[src/rtl/rst_seq_gen.sv]
module rst_seq_gen #(
  parameter int NREQ        = 2,
  parameter int PD_CYCLES   = 128,
  parameter int REL_CYCLES  = 64,
  parameter int SYNC_STAGES = 3
) (
  input  logic            clk,
  input  logic            por_n,
  input  logic            pin_in,
  input  logic [NREQ-1:0] req,
  output logic            sys_rst,
  output logic            pin_pd,
  output logic            done
);

  localparam int CMAX0 = (PD_CYCLES > REL_CYCLES) ? PD_CYCLES : REL_CYCLES;
  localparam int CMAX  = (CMAX0 > SYNC_STAGES) ? CMAX0 : SYNC_STAGES;
  localparam int CW    = $clog2(CMAX + 1);
  localparam logic [CW-1:0] ARM_END  = CW'(SYNC_STAGES);
  localparam logic [CW-1:0] PULL_END = CW'(PD_CYCLES - 1);
  localparam logic [CW-1:0] REL_END  = CW'(REL_CYCLES - 1);

  typedef enum logic [1:0] {S_IDLE, S_ARM, S_PULL, S_REL} st_t;

  st_t                    st, nst;
  logic [CW-1:0]          cnt, ncnt;
  logic [SYNC_STAGES-1:0] sync_q;
  logic                   done_q;

  wire pin_s   = sync_q[SYNC_STAGES-1];
  wire any_req = |req;

  always_ff @(posedge clk or negedge por_n) begin
    if (!por_n) sync_q <= '1;
    else        sync_q <= {sync_q[SYNC_STAGES-2:0], pin_in};
  end

  always_comb begin
    nst  = st;
    ncnt = cnt + CW'(1);
    if (any_req) begin
      nst  = S_ARM;
      ncnt = '0;
    end else begin
      case (st)
        S_IDLE: begin
          ncnt = '0;
          if (!pin_s) nst = S_ARM;
        end
        S_ARM: begin
          if (cnt >= ARM_END) begin
            ncnt = cnt;
            if (!pin_s) begin
              nst  = S_PULL;
              ncnt = '0;
            end
          end
        end
        S_PULL: begin
          if (cnt == PULL_END) begin
            nst  = S_REL;
            ncnt = '0;
          end
        end
        default: begin
          if (cnt == REL_END) begin
            ncnt = cnt;
            if (pin_s) nst = S_IDLE;
          end
        end
      endcase
    end
  end

  always_ff @(posedge clk or negedge por_n) begin
    if (!por_n) begin
      st     <= S_ARM;
      cnt    <= '0;
      done_q <= 1'b0;
    end else begin
      st     <= nst;
      cnt    <= ncnt;
      done_q <= (nst == S_IDLE) && (st != S_IDLE);
    end
  end

  assign pin_pd  = (st == S_ARM) || (st == S_PULL) || !por_n;
  assign sys_rst = (st != S_IDLE) || any_req || !por_n;
  assign done    = done_q;

endmodule

[config.mk]
export PLATFORM = sky130hd
export DESIGN_NAME = rst_seq_gen
export DESIGN_NICKNAME = d
export VERILOG_FILES = /design/src/rtl/rst_seq_gen.sv
export SDC_FILE = /design/constraint.sdc
export NUM_CORES = 1
export LEC_CHECK = 0
export ABC_CLOCK_PERIOD_IN_PS = 2200
export BUFFER_PORTS_ARGS = -buffer_cell sky130_fd_sc_hd__buf_2
export CAP_MARGIN = 30
export CORE_ASPECT_RATIO = 1.2
export CORE_MARGIN = 2
export CORE_UTILIZATION = 50
export DETAILED_ROUTE_END_ITERATION = 7
export PLACE_DENSITY = 0.68
export SYNTH_ARGS = -nofsm -noshare
export SYNTH_HDL_FRONTEND = slang
export SYNTH_SLANG_ARGS = --single-unit
[constraint.sdc]
create_clock -name clk -period 2.2 [get_ports clk]
set_input_delay 0.44 -clock clk [delete_from_list [all_inputs] [get_ports clk]]
set_output_delay 0.44 -clock clk [all_outputs]
set_load 0.005 [all_outputs]
[Word-level counts from Yosys, hierarchy flattened]
Index checks and enable logic that the tools add are counted.
Cells by class
  add/sub/neg operators: 1
  magnitude comparators: 1
  eq/ne operators: 6
  multiplexer cells: 14
  reductions and logical operators: 11
Operator list (count)
  8-bit 2-to-1 mux: 5
  8-bit one-hot mux with 3 select lines: 1
  2-bit 2-to-1 mux: 7
  8-bit by 1-bit adder with 8-bit output (second input constant): 1
  8-bit by 6-bit == test with 1-bit output (second input constant): 1
  8-bit by 7-bit == test with 1-bit output (second input constant): 1
  8-bit by 2-bit greater-or-equal comparator with 1-bit output (second input constant): 1
  2-bit one-hot mux with 3 select lines: 1
  5-bit by 2-bit != test with 1-bit output (second input constant): 1
  2-bit logical NOT: 2
  1-bit logical OR: 4
  4-bit != test (second input constant): 1
  2-bit by 1-bit == test with 1-bit output (second input constant): 1
  2-bit == test (second input constant): 1
  2-bit AND reduction: 1
  2-bit nonzero test: 1
  2-bit OR reduction: 1
  1-bit logical AND: 1
  1-bit logical NOT: 1
Word-level totals
  flip-flop bits (word level): 14
  bits of input ports: 5
  output and inout bits: 3
  logic and storage cells: 37

[Depth between registers and ports, before layout]
  depth after elaboration: 6
  depth in mapped cells: 7
  gate-level depth less buffers: 7

[Least setup slack after synthesis]
No wires, ideal clock.
  path type: reg2reg
  from: reg cnt[0]
  to: reg cnt[7]
  setup time: 77 ps
  data arrival time: 2045 ps
  required time: 2123 ps
  path slack: 78 ps
  cell stages (with the launch flop): 7
  path buffers: 0
  period minus slack after synthesis: 2122 ps
  cells stage by stage: dfrtp_1 > ha_1 > or4_4 > o211ai_2 > nand2_2 > or4_1 > a21oi_1
On the way
  longest elaborated chain between the ends: 4
  elaborated cells between the ends (all ways): 12
  those cells by class: 1 x add/sub; 1 x order compare; 4 x eq/ne; 5 x mux; 1 x reduce/logical
RTL lines
  start: declaration: line 26  | logic [CW-1:0] cnt, ncnt;
  start signal: assignment: line 82  | cnt <= ncnt;
  8-bit by 1-bit adder with 8-bit output (tied with other cells): line 40  | ncnt = cnt + CW'(1);
  8-bit 2-to-1 mux (on tied branches): line 66, 51, 60
  8-bit one-hot mux with 3 select lines: line 45  | case (st)
  8-bit 2-to-1 mux: line 41  | if (any_req) begin
Several ways; a longest one is shown, not always the timed one. The select of a mux whose other input is x is not followed.
A chain may end at the register's enable or synchronous reset.

[Worst setup path after layout]
Same ends and word-level chain as after synthesis.

==> run summary <==
status: finished, final reports clean
Clk pin slew, worst setup/hold paths: 0.08 ns
post-synthesis cell area: 846 um2
CTS max path bufs: 2
CTS root buf: clkbuf_4
die footprint: 0.00204 mm2
Worst Path Required: 2.42 ns
routed wire length: 1940 um
Worst setup SP type: flip-flop
Vias: 762
Mapped Nets: 101
TritonRoute pass-1 iters: 4
antenna-violating nets left: 0
largest net degree at the start of global routing: 12
crit path time final: 2.11 ns
synthesized flop and latch total: 14
Max-Slew Margin vs Limit: 71.8%
f_max: 0.474 GHz
Remaining DRCs: 0
Layout area overhead: 18.8%
initial antenna violation count: 0
io pins: 8
fin crit share: 96.0%
PortBufs: 7
Routability Congestion: 0.873
vias in the first global route: 706
top-area cell type share of the netlist area: 29.6%
Setup Crit Path Kind: flip-flop to flip-flop
Worst Clk Skew: 0.000577 ns
Initial Util: 52.8%
Total GRT Usage: 21.2%
worst skew pair latency: 0.29 ns
TritonCTS buffer count: 3
Placed Cells: 119
sequential share of the synthesized area: 42.0%
Non-Filler Instances: 127
share of cells above drive strength 1: 26.6%
Post-DP HPWL: 1410 um
worst slew pin tran: 0.417 ns
crit path capture type: flip-flop
GRT overflow: 0
wire per inst: 15.2 um
Fin. Hold Viols: 0
Ant. Diodes: 0
Mapped Avg Cell Area: 9.40 um2
Gate Count Post-Synth: 90
FILL cells: 166
Leakage: 0.000471 uW
Netlist cell types: 32
Max-Cap Viols: 0
max-slew violation count: 0
Core Area: 0.00160 mm2
die width: 41.5 um
top cells by area, synth: dfrtp_1 30%, dfstp_2 12%, ha_1 8.9%
Yosys top cell by area: dfrtp_1
PD cells: 489 mW/mm2
final setup violation count: 0
top fanout value on the critical path: 6
YS warnings: 0
Worst EP arrival: 2.33 ns
FP Rows: 16
Final Util: 62.7%
initial detailed-routing violation count: 15
Hold Crit Class: primary input to flip-flop
TritonCTS clock tree: done
first-pass GRT wire length: 3260 um
vias per cell: 6.00
WHS: 0.240 ns
H-Tree Depth: 1
Sink Count: 14
pre-CTS WS: 0.0300 ns
Final WS setup: 0.0888 ns
nets: 121
VDD IR max: 0.392 mV
Die Y: 49.1 um
-- sequential cells by signal, indices dropped and copies added (netlist names) --
register	count
cnt	8
st	2
sync_q	3
done	1
-- placed cells by master, fill, tap and decap left out, types with 2 or more instances in the layout --
cell      count
clkbuf_4      3
and3_1        2
o21ai_0       6
nand3_1       4
nand2_1       5
o31ai_1       3
dfrtp_1      10
or3_1         3
nand4_1       4
buf_4         7
inv_1         4
dfstp_2       4
xor2_1        2
or4_1         2
buf_2         7
a21oi_1       8
nor2_1        9
ha_1          5
-- layer usage --
| metal | vias up | GRT usage (%) | routed length (um) | share of wire, % |
|---|---|---|---|---|
| li1 | 374 | - | - | - |
| met2 | 22 | 34.9 | 1010 | 52 |
| met5 | - | 0 | 0 | 0 |
| met4 | 0 | 9.68 | 25 | 1.3 |
| met1 | 363 | 27.0 | 837 | 43 |
| met3 | 3 | 3.33 | 64 | 3.3 |
-- kinds of logic after synthesis --
family | synth area share [%]
and+or+nand+nor | 24.3
AOI/OAI and AO/OA | 21.0
DFF | 42.0
adders and majority gates | 8.88
buffers and inverters | 1.77
xor gates and xnor gates | 2.07
-- Yosys cell counts, drive strengths merged --
cell type	number
a32o	1
nand2b	1
nor3	1
or2	1
dfstp	4
inv	4
a31o	1
a211oi	1
nand4	4
a22o	1
nand2	6
nor2	9
o21ai	7
ha	6
nor4bb	1
xor2	2
a22oi	1
and3	2
o211ai	1
or4b	1
or4	3
o31ai	3
a31oi	1
and2	1
nand3	4
o31a	1
a211o	1
dfrtp	10
a21oi	8
or3	3
-- critical path, cell delays in order (launching register included) --
cell and delay [ns]:
dfrtp_1 0.42, ha_2 0.21, or4_4 0.51, o211ai_2 0.19, nand2_2 0.12, or4_1 0.47, a21oi_1 0.13
-- cell type report --
cell class                 count  area, um2  area share (%)
inverter                       4       15.0            1.49
multi-input combinational     72        478            47.6
timing repair buffer          15       97.6            9.71
sequential                    14        355            35.4
clock buffer                   4       36.3            3.61
tap                           18       22.5            2.24
-- what timing repair did --
item / 4_1_cts / 5_1_grt
endpoints found under the setup margin: 0 / 4
buffers inserted: 0 / 3
hold buffers: 1 / 0
endpoints found under the hold margin: 3 / 0
resized for setup: 0 / 2
-- where the power goes --
part | leakage (uW) | internal (uW) | switching, uW
registers | 0.000181 | 265 | 4.90
logic | 0.000269 | 15.6 | 18.9
clock network | 0.0000210 | 101 | 86.5
total | 0.000471 | 381 | 110
-- final timing paths --
check	startpoint	end	slack, ns	depth (start not counted)
max reg2reg	cnt[0]	cnt[7]	0.09	6
min in group asynchronous	por_n	cnt[3]	0.50	2
max	cnt[0]	cnt[7]	0.09	6
min	pin_in	sync_q[0]	0.24	1
max in group asynchronous	por_n	st[0]	1.25	3
min reg2reg	sync_q[1]	sync_q[2]	0.36	0
-- metrics by stage --
step	power, uW	cell area [um2]	TNS (ns)
final	492	1000	0
after global routing	511	1000	-0.0269
after CTS	496	980	0
after detailed placement	305	933	0
after global placement	304	933	0
after floorplan	288	846	0
No activity file was read; power rests on OpenSTA's default activity.
